--- src/rtl/sdma_pkg.sv ---
package sdma_pkg;

  // Register offsets (byte addresses)
  localparam logic [7:0] OFS_CMD  = 8'h30;
  localparam logic [7:0] OFS_CNT0 = 8'h34;
  localparam logic [7:0] OFS_CFG  = 8'h38;
  localparam logic [7:0] OFS_STAT = 8'h3C;

  // Command opcodes
  localparam logic [7:0] OP_READ  = 8'h00;
  localparam logic [7:0] OP_WRITE = 8'h01;
  localparam logic [7:0] OP_STOP  = 8'h0F;
  localparam logic [7:0] OP_RESET = 8'hFF;

  typedef struct packed {
    logic start_rd;
    logic start_wr;
    logic stop;
    logic dreset;
  } cmd_t;

endpackage

--- src/rtl/sdma_strobe_route.sv ---
module sdma_strobe_route (
  input  logic clk,
  input  logic rst_n,
  input  logic rd_n,
  input  logic wr_n,
  input  logic reg_sel,
  input  logic busy,
  input  logic dir_wr,
  output logic reg_wr,
  output logic beat
);

  logic rd_q, wr_q;
  logic rd_fall, wr_fall;
  logic to_regs;

  always_ff @(posedge clk or negedge rst_n) begin
    if (!rst_n) begin
      rd_q <= 1'b1;
      wr_q <= 1'b1;
    end else begin
      rd_q <= rd_n;
      wr_q <= wr_n;
    end
  end

  always_comb begin
    rd_fall = rd_q & ~rd_n;
    wr_fall = wr_q & ~wr_n;
    to_regs = reg_sel | ~busy;
    reg_wr  = wr_fall & to_regs;
    beat    = ~to_regs & (dir_wr ? wr_fall : rd_fall);
  end

endmodule

--- src/rtl/sdma_regfile.sv ---
module sdma_regfile
  import sdma_pkg::*;
#(
  parameter int CNT_W  = 32,
  parameter int ADDR_W = 8
) (
  input  logic              clk,
  input  logic              rst_n,
  input  logic              reg_wr,
  input  logic [ADDR_W-1:0] addr,
  input  logic [7:0]        wdata,
  input  logic              busy,
  output logic              cnt_load,
  output logic [CNT_W-1:0]  load_val,
  output cmd_t              cmd,
  output logic              cfg_cnt_dis,
  output logic              cfg_no_zlp,
  output logic              w1c_ok,
  output logic              w1c_eot
);

  localparam int NB = CNT_W / 8;
  localparam logic [ADDR_W-1:0] A_CMD  = ADDR_W'(OFS_CMD);
  localparam logic [ADDR_W-1:0] A_CFG  = ADDR_W'(OFS_CFG);
  localparam logic [ADDR_W-1:0] A_STAT = ADDR_W'(OFS_STAT);
  localparam logic [ADDR_W-1:0] A_TOP  = ADDR_W'(OFS_CNT0) + ADDR_W'(NB - 1);

  logic [7:0] shadow_q [NB-1];
  logic       cnt_wr_ok;
  logic       is_cmd, is_cfg, is_stat;
  logic       cfg_en;
  logic [1:0] cfg_q, cfg_d;

  assign cnt_wr_ok = reg_wr & ~busy;

  // Shadow bytes for the lower part of the counter
  for (genvar i = 0; i < NB - 1; i++) begin : g_shadow
    localparam logic [ADDR_W-1:0] A_BYTE = ADDR_W'(OFS_CNT0) + ADDR_W'(i);
    logic en;
    assign en = cnt_wr_ok & (addr == A_BYTE);
    always_ff @(posedge clk or negedge rst_n) begin
      if (!rst_n)  shadow_q[i] <= '0;
      else if (en) shadow_q[i] <= wdata;
    end
  end

  always_comb begin
    cnt_load = cnt_wr_ok & (addr == A_TOP);
    load_val = '0;
    for (int i = 0; i < NB - 1; i++) load_val[8*i +: 8] = shadow_q[i];
    load_val[CNT_W-1 -: 8] = wdata;
  end

  always_comb begin
    is_cmd       = reg_wr & (addr == A_CMD);
    is_cfg       = reg_wr & (addr == A_CFG);
    is_stat      = reg_wr & (addr == A_STAT);
    cmd.start_rd = is_cmd & (wdata == OP_READ);
    cmd.start_wr = is_cmd & (wdata == OP_WRITE);
    cmd.stop     = is_cmd & (wdata == OP_STOP);
    cmd.dreset   = is_cmd & (wdata == OP_RESET);
    w1c_ok       = is_stat & wdata[0];
    w1c_eot      = is_stat & wdata[1];
    cfg_en       = is_cfg;
    cfg_d        = wdata[1:0];
  end

  always_ff @(posedge clk or negedge rst_n) begin
    if (!rst_n)      cfg_q <= '0;
    else if (cfg_en) cfg_q <= cfg_d;
  end

  assign cfg_cnt_dis = cfg_q[0];
  assign cfg_no_zlp  = cfg_q[1];

endmodule

--- src/rtl/sdma_core.sv ---
module sdma_core
  import sdma_pkg::*;
#(
  parameter int CNT_W = 32
) (
  input  logic             clk,
  input  logic             rst_n,
  input  cmd_t             cmd,
  input  logic             beat,
  input  logic             short_pkt,
  input  logic             in_token,
  input  logic             cnt_load,
  input  logic [CNT_W-1:0] load_val,
  input  logic             cfg_cnt_dis,
  input  logic             cfg_no_zlp,
  input  logic             w1c_ok,
  input  logic             w1c_eot,
  output logic             busy,
  output logic             dir_wr,
  output logic [CNT_W-1:0] cnt,
  output logic             ok,
  output logic             eot,
  output logic             zlp
);

  localparam logic [CNT_W-1:0] ONE = CNT_W'(1);

  logic [CNT_W-1:0] cnt_q, cnt_d;
  logic busy_q, busy_d, dir_q, dir_d;
  logic ok_q, ok_d, eot_q, eot_d, zlp_q, zlp_d;
  logic ok_set, eot_set, zlp_set, zlp_kill;
  logic count_en, start;

  always_comb begin
    count_en = ~cfg_cnt_dis;
    start    = (cmd.start_rd | cmd.start_wr) & ~busy_q
             & ~(count_en & (cnt_q == '0));
    cnt_d    = cnt_q;
    busy_d   = busy_q;
    dir_d    = dir_q;
    ok_set   = 1'b0;
    eot_set  = 1'b0;
    zlp_set  = 1'b0;
    zlp_kill = 1'b0;
    if (cmd.dreset) begin
      busy_d   = 1'b0;
      cnt_d    = '0;
      zlp_kill = 1'b1;
    end else if (cmd.stop) begin
      busy_d = 1'b0;
    end else if (busy_q && short_pkt) begin
      busy_d  = 1'b0;
      eot_set = 1'b1;
    end else if (beat && count_en) begin
      cnt_d = cnt_q - ONE;
      if (cnt_q == ONE) begin
        busy_d  = 1'b0;
        ok_set  = 1'b1;
        zlp_set = dir_q & ~cfg_no_zlp;
      end
    end else if (start) begin
      busy_d = 1'b1;
      dir_d  = cmd.start_wr;
    end else if (cnt_load) begin
      cnt_d = load_val;
    end
    ok_d  = ok_set | (ok_q & ~w1c_ok);
    eot_d = eot_set | (eot_q & ~w1c_eot);
    zlp_d = ~zlp_kill & (zlp_set | (zlp_q & ~in_token));
  end

  always_ff @(posedge clk or negedge rst_n) begin
    if (!rst_n) begin
      cnt_q  <= '0;
      busy_q <= 1'b0;
      dir_q  <= 1'b0;
      ok_q   <= 1'b0;
      eot_q  <= 1'b0;
      zlp_q  <= 1'b0;
    end else begin
      cnt_q  <= cnt_d;
      busy_q <= busy_d;
      dir_q  <= dir_d;
      ok_q   <= ok_d;
      eot_q  <= eot_d;
      zlp_q  <= zlp_d;
    end
  end

  assign busy   = busy_q;
  assign dir_wr = dir_q;
  assign cnt    = cnt_q;
  assign ok     = ok_q;
  assign eot    = eot_q;
  assign zlp    = zlp_q;

endmodule

--- src/rtl/sdma_ctrl.sv ---
module sdma_ctrl
  import sdma_pkg::*;
#(
  parameter int CNT_W  = 32,
  parameter int ADDR_W = 8
) (
  input  logic              clk,
  input  logic              rst_n,
  input  logic              rd_n,
  input  logic              wr_n,
  input  logic              reg_sel,
  input  logic [ADDR_W-1:0] addr,
  input  logic [7:0]        wdata,
  output logic [7:0]        rdata,
  input  logic              short_pkt,
  input  logic              in_token,
  output logic              busy,
  output logic              irq,
  output logic              zlp_pending
);

  localparam int NB = CNT_W / 8;

  logic             reg_wr, beat, cnt_load;
  logic [CNT_W-1:0] load_val, cnt;
  cmd_t             cmd;
  logic             cfg_cnt_dis, cfg_no_zlp, w1c_ok, w1c_eot;
  logic             dir_wr, ok, eot, zlp;

  sdma_strobe_route u_route (
    .clk(clk), .rst_n(rst_n), .rd_n(rd_n), .wr_n(wr_n), .reg_sel(reg_sel),
    .busy(busy), .dir_wr(dir_wr), .reg_wr(reg_wr), .beat(beat)
  );

  sdma_regfile #(.CNT_W(CNT_W), .ADDR_W(ADDR_W)) u_regs (
    .clk(clk), .rst_n(rst_n), .reg_wr(reg_wr), .addr(addr), .wdata(wdata),
    .busy(busy), .cnt_load(cnt_load), .load_val(load_val), .cmd(cmd),
    .cfg_cnt_dis(cfg_cnt_dis), .cfg_no_zlp(cfg_no_zlp),
    .w1c_ok(w1c_ok), .w1c_eot(w1c_eot)
  );

  sdma_core #(.CNT_W(CNT_W)) u_core (
    .clk(clk), .rst_n(rst_n), .cmd(cmd), .beat(beat), .short_pkt(short_pkt),
    .in_token(in_token), .cnt_load(cnt_load), .load_val(load_val),
    .cfg_cnt_dis(cfg_cnt_dis), .cfg_no_zlp(cfg_no_zlp), .w1c_ok(w1c_ok),
    .w1c_eot(w1c_eot), .busy(busy), .dir_wr(dir_wr), .cnt(cnt), .ok(ok),
    .eot(eot), .zlp(zlp)
  );

  always_comb begin
    rdata = '0;
    for (int i = 0; i < NB; i++) begin
      if (addr == ADDR_W'(OFS_CNT0) + ADDR_W'(i)) rdata = cnt[8*i +: 8];
    end
    if (addr == ADDR_W'(OFS_CFG))  rdata = {6'b0, cfg_no_zlp, cfg_cnt_dis};
    if (addr == ADDR_W'(OFS_STAT)) rdata = {4'b0, zlp, busy, eot, ok};
  end

  assign irq         = ok;
  assign zlp_pending = zlp;

endmodule

--- config.mk ---
export PLATFORM = sky130hd
export DESIGN_NAME = sdma_ctrl
export DESIGN_NICKNAME = d
export VERILOG_FILES = /design/src/rtl/sdma_pkg.sv /design/src/rtl/sdma_strobe_route.sv /design/src/rtl/sdma_regfile.sv /design/src/rtl/sdma_core.sv /design/src/rtl/sdma_ctrl.sv
export SDC_FILE = /design/constraint.sdc
export NUM_CORES = 1
export LEC_CHECK = 0
export CAP_MARGIN = 40
export CORE_MARGIN = 5
export CORE_UTILIZATION = 55
export CTS_CLUSTER_DIAMETER = 100
export CTS_CLUSTER_SIZE = 25
export DETAILED_ROUTE_END_ITERATION = 12
export MAX_ROUTING_LAYER = met4
export PLACE_DENSITY = 0.76
export SKIP_LAST_GASP = 1
export SYNTH_ARGS = -nofsm -noshare
export SYNTH_HDL_FRONTEND = slang
export SYNTH_HIERARCHICAL = 1
export SYNTH_SLANG_ARGS = --single-unit
--- constraint.sdc ---
create_clock -name clk -period 3.71 [get_ports clk]
set_clock_uncertainty 0.1 [all_clocks]
set_input_delay 0.742 -clock clk [delete_from_list [all_inputs] [get_ports clk]]
set_output_delay 0.742 -clock clk [all_outputs]
set_load 0.005 [all_outputs]
### Yosys cells after proc, flatten, opt, wreduce, memory -nomap -nowiden

Index checks and enable logic that the tools add are counted.

* register bits after elaboration: 65
* output and inout port bits: 11
* word-level logic and storage cells: 116

* add/sub/neg operators: 1
* eq/ne operators: 15
* muxes and demuxes: 33
* bitwise logic cells: 46
* reductions and logical operators: 9

Operators by type and width (count)
* $mux W32: 6
* $eq A8 B6 Y1 const B: 7
* $mux W8: 6
* $eq A32 B1 Y1 const B: 1
* $logic_not A32 Y1: 1
* $sub A32 B1 Y32 const B: 1
* $and A1 B1 Y1: 26
* $mux W1: 21
* $not A1 Y1: 15
* $eq A8 B1 Y1 const B: 1
* $eq A8 B4 Y1 const B: 1
* $eq A8 B8 Y1 const B: 1
* $logic_not A8 Y1: 1
* $ne A5 B4 Y1 const B: 1
* $or A1 B1 Y1: 5
* $reduce_and A5 Y1: 1
* $reduce_bool A5 Y1: 1
* $ne A2 B2 Y1 const B: 2
* $reduce_and A4 Y1: 1
* $ne A3 B3 Y1 const B: 1
* $reduce_bool A3 Y1: 1
* $logic_and A1 B1 Y1: 2
* $reduce_and A2 Y1: 1

### Logic depth before layout (Yosys ltp)

* word-level depth: 13
* mapped depth: 14
* mapped depth without buffers: 11

### Modules after synthesis

Netlist, hierarchy kept.

By module, submodules not included
* sdma_core: instances 1, cells each 310, area each 2496.1 µm²
* sdma_regfile: instances 1, cells each 87, area each 1212.4 µm²
* sdma_ctrl: instances 1, cells each 63, area each 473.0 µm²
* sdma_strobe_route: instances 1, cells each 7, area each 90.1 µm²

### Worst setup path after synthesis

Ideal clock, no wire load.

* kind: input port to flip-flop
* start point: input reg_sel
* end point: register u_core.cnt_q[1], in the netlist u_core/cnt[1]
* library setup time: 0.094 ns
* data arrival time: 2.952 ns
* data required time: 3.516 ns
* slack: 0.564 ns
* cell stages on the path: 13
* path buffers: 2
* path through: nor2b_1 nor3b_1 and4b_2 clkbuf_1 nand3_1 nor3_1 a21o_1 or3_1 nor4_4 nor2_1 clkbuf_1 a211oi_1 a211oi_1

RTL lines
* from (decl): line sdma_ctrl.sv:11 `input logic reg_sel,`
* to (signal assigned): line sdma_core.sv:81 `cnt_q <= cnt_d;`
* to (decl): line sdma_core.sv:28 `logic [CNT_W-1:0] cnt_q, cnt_d;`

### Worst setup path after layout

* start point: input addr[1]
* end point: output rdata[2]

* longest elaborated chain between the ends: 7
* elaborated cells between the ends (all ways): 12

Ends and longest elaborated chain
* from (decl): line sdma_ctrl.sv:12 `input logic [ADDR_W-1:0] addr,`
* $eq A8 B6 Y1: line sdma_ctrl.sv:53 `if (addr == ADDR_W'(OFS_CNT0) + ADDR_W'(i)) rdata = cnt[8*i +: 8];`
* $mux W8 (4 in series): line sdma_ctrl.sv:53
* $mux W8: line sdma_ctrl.sv:55 `if (addr == ADDR_W'(OFS_CFG)) rdata = {6'b0, cfg_no_zlp, cfg_cnt_dis};`
* $mux W8 *: line sdma_ctrl.sv:56 `if (addr == ADDR_W'(OFS_STAT)) rdata = {4'b0, zlp, busy, eot, ok};`
* to (decl): line sdma_ctrl.sv:14 `output logic [7:0] rdata,`

Every way passes the cells marked *; elsewhere a longest branch is shown, timed or not.

==> impl_metrics.ini <==
[status]
status = completed

[worst_setup_path]
regToRegEndpoint = u_core/cnt[24]$_DFFE_PN0P_
worstPathRequired_ns = 2.87
critPathMaxFanout = 15
path_class = in2out
r2r_start = u_core/cnt[0]$_DFFE_PN0P_
r2r_cells = 10
arrival_ns = 2.67
critPathLaunchType = input port
reg2reg_slack_ns = 0.47
startpoint = addr[1]
setup.worst_path.end_class = output pin

[placed_design]
dp_cells = 605
hpwl_um = 9540
place_congestion = 0.957
place_area_um2 = 4860
dpl_worst_slack_ns = -0.0356
portBuffers = 33

[logic_synthesis]
synth_seq_cells = 65
netlist_area_um2 = 4270
synth_nets = 492
yosys_most_used_dff = dfrtp_1
synth_cell_types = 76
synth_async_sr_flop_share_pct = 100
synthCells = 467
syn_area_per_cell_um2 = 9.15
synth_edf_count = 0
yosysWarnings = 6
yosysSeqAreaShare_pct = 38.1

[global_route]
antenna_found_initial = 0
grt_util_met1_pct = 39.5
grt_pass1_vias = 3922
use_met2_pct = 44.0
gr-usage-met3_pct = 6.21
grt_pass1_wl_um = 21400
grtUsageTotal_pct = 29.0
grt_overflow = 0
grt_max_degree = 29
grt.busiest_layer = met2

[timing]
grt_setup_unrepaired = false
finalCriticalPeriod_ns = 3.51
min_period_over_period_pct = 94.7
timing.final.ws_setup_ns = 0.197
tightest_slew_ns = 0.744
hold_viol_final = 0
max_slew_margin_pct = 50.0
fmax_ghz = 0.285
slew_violations = 0
setup_viol = 0

[hold_path]
hp-class = in2async

[layout]
fillers = 630
antenna_cells = 0
final_nets = 539
layout-drive-gt1-share_pct = 21.8
regArea_um2 = 1630
multi_input_area_um2 = 2420
stdcell_count = 620
final_cell_area_um2 = 5090
area_delta_synth_final_pct = 19.2

[floorplan]
start_util_pct = 55.9
pin_count = 34
dieArea_um2 = 9630
die_h_um = 98.1
core_um2 = 7650
rows = 32
die_x_um = 98.1

[pwr]
peakVddDrop_mv = 0.225
p_leak_nw = 2.21
p_per_area_nw_per_um2 = 316

[cts]
cts_tree = built
clkTransAtPathRegs_ns = 0.08
cts_root_buf = clkbuf_8
clk_latency_ns = 0.34
cts.path.max_buffers = 2
cts_hold_buf = 0
cts_buffers = 9
cts-htree-levels = 3
numClockSinks = 65

[route]
drc_errors = 0
drt_iter0_drc = 401
route.vias.total = 4033
finalWirelength_um = 13200
drtPass1Iterations = 5
detail_route.wl_per_cell_um = 21.3
postRouteAntennaNets = 0
vias_per_cell = 6.50

[flow_run]
drv_cap = 0
[state kept, by name (all words and copies together) (netlist names)]
| signal | count |
|---|---|
| u_core/busy | 1 |
| u_core/zlp | 1 |
| u_route/wr_q | 1 |
| u_core/dir_wr | 1 |
| u_regs/load_val | 24 |
| u_regs/cfg_q | 2 |
| u_core/cnt | 32 |
| u_route/rd_q | 1 |
| u_core/eot | 1 |
| u_core/ok | 1 |
[through the flow]
step                util [%]  total power, mW  TNS, ns  hold WS, ns
global route            66.6             1.67        0        0.306
floorplan                  -            0.827        0        0.346
finish                  66.6             1.61        0        0.280
CTS                     66.5             1.62        0        0.287
global placement        63.5            0.914        0        0.386
detailed placement      63.5            0.916   -0.188        0.393
[layer usage]
| metal | wire length (µm) | vias up | share of wire (%) |
|---|---|---|---|
| met5 | 0 | - | 0 |
| li1 | - | 1840 | - |
| met2 | 6170 | 204 | 47 |
| met3 | 1140 | 26 | 8.6 |
| met4 | 225 | 0 | 1.7 |
| met1 | 5680 | 1963 | 43 |
[worst max path at each step]
stage,endpoint,slack [ns]
floorplan,u_core/cnt[1]$_DFFE_PN0P_,0.56
global placement,u_core/cnt[16]$_DFFE_PN0P_,0.07
detailed placement,u_core/cnt[4]$_DFFE_PN0P_,-0.04
CTS,rdata[0],0.15
global route,rdata[0],0.06
finish,rdata[2],0.20
[worst max-delay path, stage by stage]
cell and delay (ns):
clkdlybuf4s50_1 0.60, buf_12 0.19, mux2_2 0.34, o22ai_1 0.23, o31ai_1 0.11, clkdlybuf4s50_1 0.45
[where the power goes]
| group | internal [mW] | total [mW] | switching [mW] |
|---|---|---|---|
| Combinational | 0.0743 | 0.165 | 0.0903 |
| Clock | 0.431 | 0.706 | 0.275 |
| Sequential | 0.724 | 0.739 | 0.0153 |
[synth_stat cells, drive strengths merged (2+ instances only)]
cell	instances	area share (%)
a211oi	7	1.2
a21o	3	0.53
a21oi	34	4.0
a22o	4	0.82
a22oi	5	0.88
and2	2	0.29
and3	3	0.44
buf	17	3.4
clkbuf	16	1.4
dfrtp	63	37
dfstp	2	1.2
ha	2	0.59
inv	7	0.62
mux2	29	7.6
mux2i	6	1.4
nand2	37	3.3
nand2b	6	0.88
nand3	8	1.1
nand3b	4	1.1
nand4	6	0.88
nand4b	5	1.7
nor2	52	4.6
nor2b	3	0.44
nor3	22	3.1
nor3b	4	0.82
nor4	10	2.2
nor4b	2	0.76
o211ai	5	0.88
o21ai	43	5.1
o22ai	5	0.73
o311a	2	0.47
o31a	2	0.41
o31ai	13	2.5
o32ai	3	0.62
o41ai	3	0.62
or2	4	0.59
or3	8	1.3
or4	5	0.97
or4b	2	0.47
[what timing repair did]
action,in CTS,in global routing
setup endpoints to repair,0,5
resized for setup,0,2
setup buffers,0,0
[cells by family after synthesis]
group	Yosys count	share of synthesized area (%)
AOI/OAI and AO/OA	137	20.5
muxes	35	9.05
adders and majority gates	2	0.586
and+or+nand+nor	188	26.3
buffers and inverters	40	5.42
DFF	65	38.1
[placed cells by master (no fill, tap or decap), types with 4 or more instances in the layout]
master           instances
a22o_1                   4
nand2_1                 36
a211oi_1                 7
nand4_1                  6
clkdlybuf4s50_1         31
or3_1                    7
clkbuf_8                12
nand2b_1                 5
buf_12                   5
a21oi_1                 34
o22ai_1                  5
inv_1                    7
buf_4                   31
o21ai_1                  7
nor3_1                  18
mux2_2                  29
nand3_1                  7
o31ai_1                 11
nor4_1                   8
o21ai_0                 35
nor2_1                  51
o211ai_1                 5
a22oi_1                  5
dfrtp_1                 63
mux2i_1                  6
or4_1                    4
[final cells by class]
| cell class | instances | share of cell area [%] |
|---|---|---|
| timing repair buffer | 69 | 13.0 |
| clock buffer | 13 | 3.32 |
| multi-input combinational | 362 | 47.5 |
| sequential | 65 | 32.0 |
| tap | 102 | 2.51 |
| inverter | 7 | 0.516 |
| clock inverter | 2 | 1.18 |
Note: power is estimated with default switching activity, not from simulation.
